`src/rtl/hzc_pkg.sv`:
```
package hzc_pkg;

  // Qualified use of one slot's register fields.
  typedef struct packed {
    logic dst_live;
    logic src1_live;
    logic src2_live;
  } slot_live_t;

  // Hazard classes for one ordered pair.
  typedef struct packed {
    logic raw;
    logic war;
    logic waw;
  } pair_hz_t;

endpackage

```
`src/rtl/hzc_slot_qual.sv`:
```
module hzc_slot_qual
  import hzc_pkg::*;
(
  input  logic       valid,
  input  logic       dst_use,
  input  logic       src1_use,
  input  logic       src2_use,
  output slot_live_t live
);

  // A field counts only if the slot is occupied and the field is in use.
  always_comb begin
    live.dst_live  = valid && dst_use;
    live.src1_live = valid && src1_use;
    live.src2_live = valid && src2_use;
  end

endmodule

```
`src/rtl/hzc_pair_cmp.sv`:
```
module hzc_pair_cmp
  import hzc_pkg::*;
#(
  parameter int ID_W = 5
) (
  input  slot_live_t      old_live,
  input  logic [ID_W-1:0] old_dst,
  input  logic [ID_W-1:0] old_src1,
  input  logic [ID_W-1:0] old_src2,
  input  slot_live_t      yng_live,
  input  logic [ID_W-1:0] yng_dst,
  input  logic [ID_W-1:0] yng_src1,
  input  logic [ID_W-1:0] yng_src2,
  output pair_hz_t        hz
);

  logic od_ys1, od_ys2, yd_os1, yd_os2, od_yd;

  always_comb begin
    od_ys1 = old_live.dst_live && yng_live.src1_live && (old_dst == yng_src1);
    od_ys2 = old_live.dst_live && yng_live.src2_live && (old_dst == yng_src2);
    yd_os1 = yng_live.dst_live && old_live.src1_live && (yng_dst == old_src1);
    yd_os2 = yng_live.dst_live && old_live.src2_live && (yng_dst == old_src2);
    od_yd  = old_live.dst_live && yng_live.dst_live && (old_dst == yng_dst);
    hz.raw = od_ys1 || od_ys2;
    hz.war = yd_os1 || yd_os2;
    hz.waw = od_yd;
  end

endmodule

```
`src/rtl/hazard_pair_classifier.sv`:
```
module hazard_pair_classifier
  import hzc_pkg::*;
#(
  parameter int N_SLOTS = 5,
  parameter int ID_W    = 5
) (
  input  logic                      clk,
  input  logic                      rst,
  input  logic [N_SLOTS-1:0]        slot_valid,
  input  logic [N_SLOTS-1:0]        slot_dst_use,
  input  logic [N_SLOTS-1:0]        slot_src1_use,
  input  logic [N_SLOTS-1:0]        slot_src2_use,
  input  logic [N_SLOTS*ID_W-1:0]   slot_dst_id,
  input  logic [N_SLOTS*ID_W-1:0]   slot_src1_id,
  input  logic [N_SLOTS*ID_W-1:0]   slot_src2_id,
  output logic [N_SLOTS*N_SLOTS-1:0] raw_hz,
  output logic [N_SLOTS*N_SLOTS-1:0] war_hz,
  output logic [N_SLOTS*N_SLOTS-1:0] waw_hz,
  output logic [N_SLOTS*N_SLOTS-1:0] any_hz
);

  localparam int N_PAIRS = N_SLOTS * N_SLOTS;

  slot_live_t             live [N_SLOTS];
  logic [N_PAIRS-1:0]     raw_c, war_c, waw_c, any_c;

  for (genvar s = 0; s < N_SLOTS; s++) begin : g_slot
    hzc_slot_qual u_qual (
      .valid    (slot_valid[s]),
      .dst_use  (slot_dst_use[s]),
      .src1_use (slot_src1_use[s]),
      .src2_use (slot_src2_use[s]),
      .live     (live[s])
    );
  end

  for (genvar i = 0; i < N_SLOTS; i++) begin : g_old
    for (genvar j = 0; j < N_SLOTS; j++) begin : g_yng
      localparam int K = i * N_SLOTS + j;
      if (i < j) begin : g_pair
        pair_hz_t hz;
        hzc_pair_cmp #(.ID_W(ID_W)) u_cmp (
          .old_live (live[i]),
          .old_dst  (slot_dst_id [i*ID_W +: ID_W]),
          .old_src1 (slot_src1_id[i*ID_W +: ID_W]),
          .old_src2 (slot_src2_id[i*ID_W +: ID_W]),
          .yng_live (live[j]),
          .yng_dst  (slot_dst_id [j*ID_W +: ID_W]),
          .yng_src1 (slot_src1_id[j*ID_W +: ID_W]),
          .yng_src2 (slot_src2_id[j*ID_W +: ID_W]),
          .hz       (hz)
        );
        assign raw_c[K] = hz.raw;
        assign war_c[K] = hz.war;
        assign waw_c[K] = hz.waw;
        assign any_c[K] = hz.raw | hz.war | hz.waw;

        // a read-after-write flag needs a live writer in the older slot
        a_r2_raw_needs_writer: assert property (@(posedge clk) disable iff (rst)
          raw_hz[K] |-> $past(slot_valid[i] && slot_dst_use[i] && slot_valid[j]));
        // a write-after-read flag needs a live writer in the younger slot
        a_r3_war_needs_writer: assert property (@(posedge clk) disable iff (rst)
          war_hz[K] |-> $past(slot_valid[j] && slot_dst_use[j] && slot_valid[i]));
        // write-after-write only on equal destination IDs
        a_r4_waw_same_dst: assert property (@(posedge clk) disable iff (rst)
          waw_hz[K] |-> $past(slot_dst_id[i*ID_W +: ID_W] == slot_dst_id[j*ID_W +: ID_W]));
        // a pair with an empty slot stays quiet on the next cycle
        a_r8_invalid_quiet: assert property (@(posedge clk) disable iff (rst)
          !(slot_valid[i] && slot_valid[j]) |=> !any_hz[K]);
        // combined flag agrees with the three class flags
        a_r5_any_matches: assert property (@(posedge clk) disable iff (rst)
          any_hz[K] == (raw_hz[K] || war_hz[K] || waw_hz[K]));
      end else begin : g_none
        assign raw_c[K] = 1'b0;
        assign war_c[K] = 1'b0;
        assign waw_c[K] = 1'b0;
        assign any_c[K] = 1'b0;

        // bits with i >= j never raise
        a_r9_lower_zero: assert property (@(posedge clk) disable iff (rst)
          !(raw_hz[K] || war_hz[K] || waw_hz[K] || any_hz[K]));
      end
    end
  end

  // one register stage, synchronous reset
  always_ff @(posedge clk) begin
    if (rst) begin
      raw_hz <= '0;
      war_hz <= '0;
      waw_hz <= '0;
      any_hz <= '0;
    end else begin
      raw_hz <= raw_c;
      war_hz <= war_c;
      waw_hz <= waw_c;
      any_hz <= any_c;
    end
  end

endmodule

```
`config.mk`:
```
export PLATFORM = sky130hd
export DESIGN_NAME = hazard_pair_classifier
export DESIGN_NICKNAME = d
export VERILOG_FILES = /design/src/rtl/hzc_pkg.sv /design/src/rtl/hzc_slot_qual.sv /design/src/rtl/hzc_pair_cmp.sv /design/src/rtl/hazard_pair_classifier.sv
export SDC_FILE = /design/constraint.sdc
export NUM_CORES = 1
export LEC_CHECK = 0
export ABC_CLOCK_PERIOD_IN_PS = 2000
export BUFFER_PORTS_ARGS = -buffer_cell sky130_fd_sc_hd__buf_2
export CAP_MARGIN = 20
export CORE_MARGIN = 1
export CORE_UTILIZATION = 35
export CTS_CLUSTER_DIAMETER = 200
export DETAILED_ROUTE_END_ITERATION = 10
export MAX_ROUTING_LAYER = met4
export PLACE_DENSITY = 0.6
export SYNTH_ARGS = -nofsm -noshare
export SYNTH_HDL_FRONTEND = slang
export SYNTH_SLANG_ARGS = --single-unit
export TNS_END_PERCENT = 50
```
`constraint.sdc`:
```
create_clock -name clk -period 2 [get_ports clk]
set_input_delay 0 -clock clk [delete_from_list [all_inputs] [get_ports clk]]
set_output_delay 0 -clock clk [all_outputs]
set_load 0.03 [all_outputs]
```
==> impl_metrics.tcl <==
set metrics [dict create \
    synth-seq-cells 40 \
    layout.nets 761 \
    period_share_pct 66.31 \
    grt_max_degree 16 \
    setup_viol 0 \
    hp-class "in -> reg" \
    fmax_mhz 754.0 \
    dr.first_iter.drc_count 338 \
    dr_wl_met2_um 7532 \
    yosysMostFrequentCell "xor2_1" \
    finalMaxSlewViolations 0 \
    cts_resized 0 \
    maxSlewHeadroom_pct 62.06 \
    yosys.cell_types.count 37 \
    synthArstFlopShare_pct 0 \
    max_stage_delay_ns 0.60 \
    path_buf_inv 1 \
    crit_chain "buf_2, xor2_1, or4_1, nor4_1, or3_1" \
    tns_ns 0 \
    syn_to_final_growth_pct 16.02 \
    cp-end-kind "register" \
    initial_utilization_pct 36.38 \
    swShare_pct 36.16 \
    cp.arrival_ns 1.56 \
    synthFlopType "dfxtp_1" \
    grt_overflow 0 \
    fin_crit_ns 1.326 \
    dp_hpwl_um 12770 \
    ys_top_cells_by_area "xor2_1 (24%), xnor2_1 (23%), dfxtp_1 (17%)" \
    start_kind "input pin" \
    grt_first_pass_wirelength_um 23830 \
    grt_antenna_before_repair 0 \
    clk_pin_slew_ns 0.06 \
    n_fill_cell 1297 \
    hold_depth 3 \
    htreeDepth 2 \
    port-buffer-count 136 \
    drive_gt1_share_pct 25.41 \
    intPower_mw 1.791 \
    p_seq_share_pct 28.5 \
    cts-hold-fix-buffers 0 \
    firstDrtPassIters 5 \
    grt_usage_pct 24.72 \
    place_congestion 0.9224 \
    drt-wirelength-per-cell_um 19.66 \
    grt_pass1_vias 3976 \
    core_sq_mm 0.01277 \
    utilization_pct 42.21 \
    netlist_area_sq_mm 0.004647 \
    num_antenna_cells 0 \
    required_ns 2.23 \
    viasPerCell 5.073 \
    rows 41 \
    power.density_mw_per_mm2 520.4 \
    route.detailed.drc 0 \
    yosys.area.top_type "xor2_1" \
    cts_tree "built" \
    avgSynthCellArea_sq_um 8.511 \
    status "complete, no violations" \
    criticalPathCategory "in -> reg" \
    slowest_stage "or4_1" \
    synth_common_cells "xor2_1 (126), xnor2_1 (124), buf_4 (63)" \
    drt-total-wl_um 16450 \
    cts_buffers 5 \
    ant_nets 0 \
    die_width_um 117.2 \
    pin_count 197 \
    fin_hold_ws_ns 0.1548 \
    yosysWarnings 0 \
    clock_path_buffers 2 \
    top_layer_used "met4" \
    die_h_um 117.2 \
    met3WireLength_um 1515 \
    total_leakage_power_nw 2.297 \
    hold_violations 0 \
    crit_family "simple AND/OR/NAND/NOR gates" \
    synth_edf_count 0 \
    vias 4246 \
    fp.dieArea_sq_mm 0.01374 \
    wl_met1_um 6966 \
    cap_violations 0 \
    hold_start "slot_dst_use[0]" \
    cts-root-buf "clkbuf_16" \
    synthCells 546 \
    clkPwrFrac_pct 34.5 \
    synth.top_cell.area_share_pct 23.75 \
    rsz0062_at_grt "false" \
    path_max_fanout 12 \
    power_frac_comb_pct 37.0 \
    clkSinkCount 40 \
    post_cts_buffers 0 \
    whs_endpoint "waw_hz[2]" \
    peakVddDrop_v 0.0002881 \
    ys_seq_area_share_pct 17.23 \
    p_sw_mw 1.014 \
    worst_slew_pin_slew_ns 0.5669 \
]
-- worst max-delay path by stage --
stage / start / depth (start not counted) / end / slack, ns
6_report: slot_dst_id[23] / 5 / any_hz[4] / 0.67
4_1_cts: slot_dst_id[3] / 5 / any_hz[4] / 0.68
2_1_floorplan: slot_src2_id[22] / 6 / any_hz[19] / 0.76
3_5_place_dp: slot_dst_id[3] / 5 / any_hz[4] / 0.39
5_1_grt: slot_dst_id[3] / 5 / any_hz[4] / 0.61
3_3_place_gp: slot_dst_id[23] / 5 / any_hz[4] / 0.39
-- power groups by stage --
stage / Sequential, mW / Clock [mW] / Combinational [mW]
after detailed placement: 0.818 / 0 / 1.02
after global placement: 0.818 / 0 / 1.01
after global routing: 0.800 / 1.02 / 1.11
after CTS: 0.800 / 0.984 / 1.03
after floorplan: 0.825 / 0 / 0.798
final: 0.800 / 0.968 / 1.04
-- stage by stage --
stage / instances / instance area (sq um) / power (mW) / worst slack, ns
after floorplan: 605 / 4868 / 1.623 / 0.7629
after global placement: 829 / 5214 / 1.826 / 0.3858
after detailed placement: 829 / 5214 / 1.843 / 0.3856
after CTS: 837 / 5391 / 2.813 / 0.6764
after global routing: 837 / 5391 / 2.925 / 0.6078
final: 837 / 5391 / 2.806 / 0.6738
-- cell families after synthesis --
family	synth area share, %
and+or+nand+nor	17.72
DFF	17.23
buffers and inverters	14.59
AOI/OAI and AO/OA	3.258
xor gates and xnor gates	47.12
other	0.08070
-- layout make-up --
cell class	instances	area, sq um	share of cell area (%)
clock buffers	6	138.9	2.576
clock inverters	2	38.79	0.7194
inverters	2	7.507	0.1392
multi-input cells	463	3390	62.87
flip-flops and latches	40	800.8	14.85
well taps	172	215.2	3.992
repair buffers	152	800.8	14.85
-- worst min-delay path, delay by kind of cell --
kind	cells	cell delay, ns
buffers and inverters	1	0.10
AND/OR/NAND/NOR	2	0.29
-- cells in the final DEF (no fill, tap or decap), drive strengths merged, types with 6 or more instances in the layout --
cell	Yosys	layout
o41ai	6	6
nor3	8	8
nand4	37	37
clkbuf	11	6
dfxtp	40	40
or3	6	6
conb	1	60
buf	89	152
nand2	15	15
nor2	11	11
nor4	25	25
xor2	126	126
or4	19	19
xnor2	124	124
-- sequential cells by signal, indices dropped and copies added, names as in the netlist --
register / cells
war_hz: 10
raw_hz: 10
any_hz: 10
waw_hz: 10
-- per-layer routing --
layer	global-route usage [%]	up-vias
met5	-	-
li1	-	1938
met1	31.57	2002
met3	4.995	40
met4	9.198	0
met2	38.31	266
(Power assumes the default switching activity.)
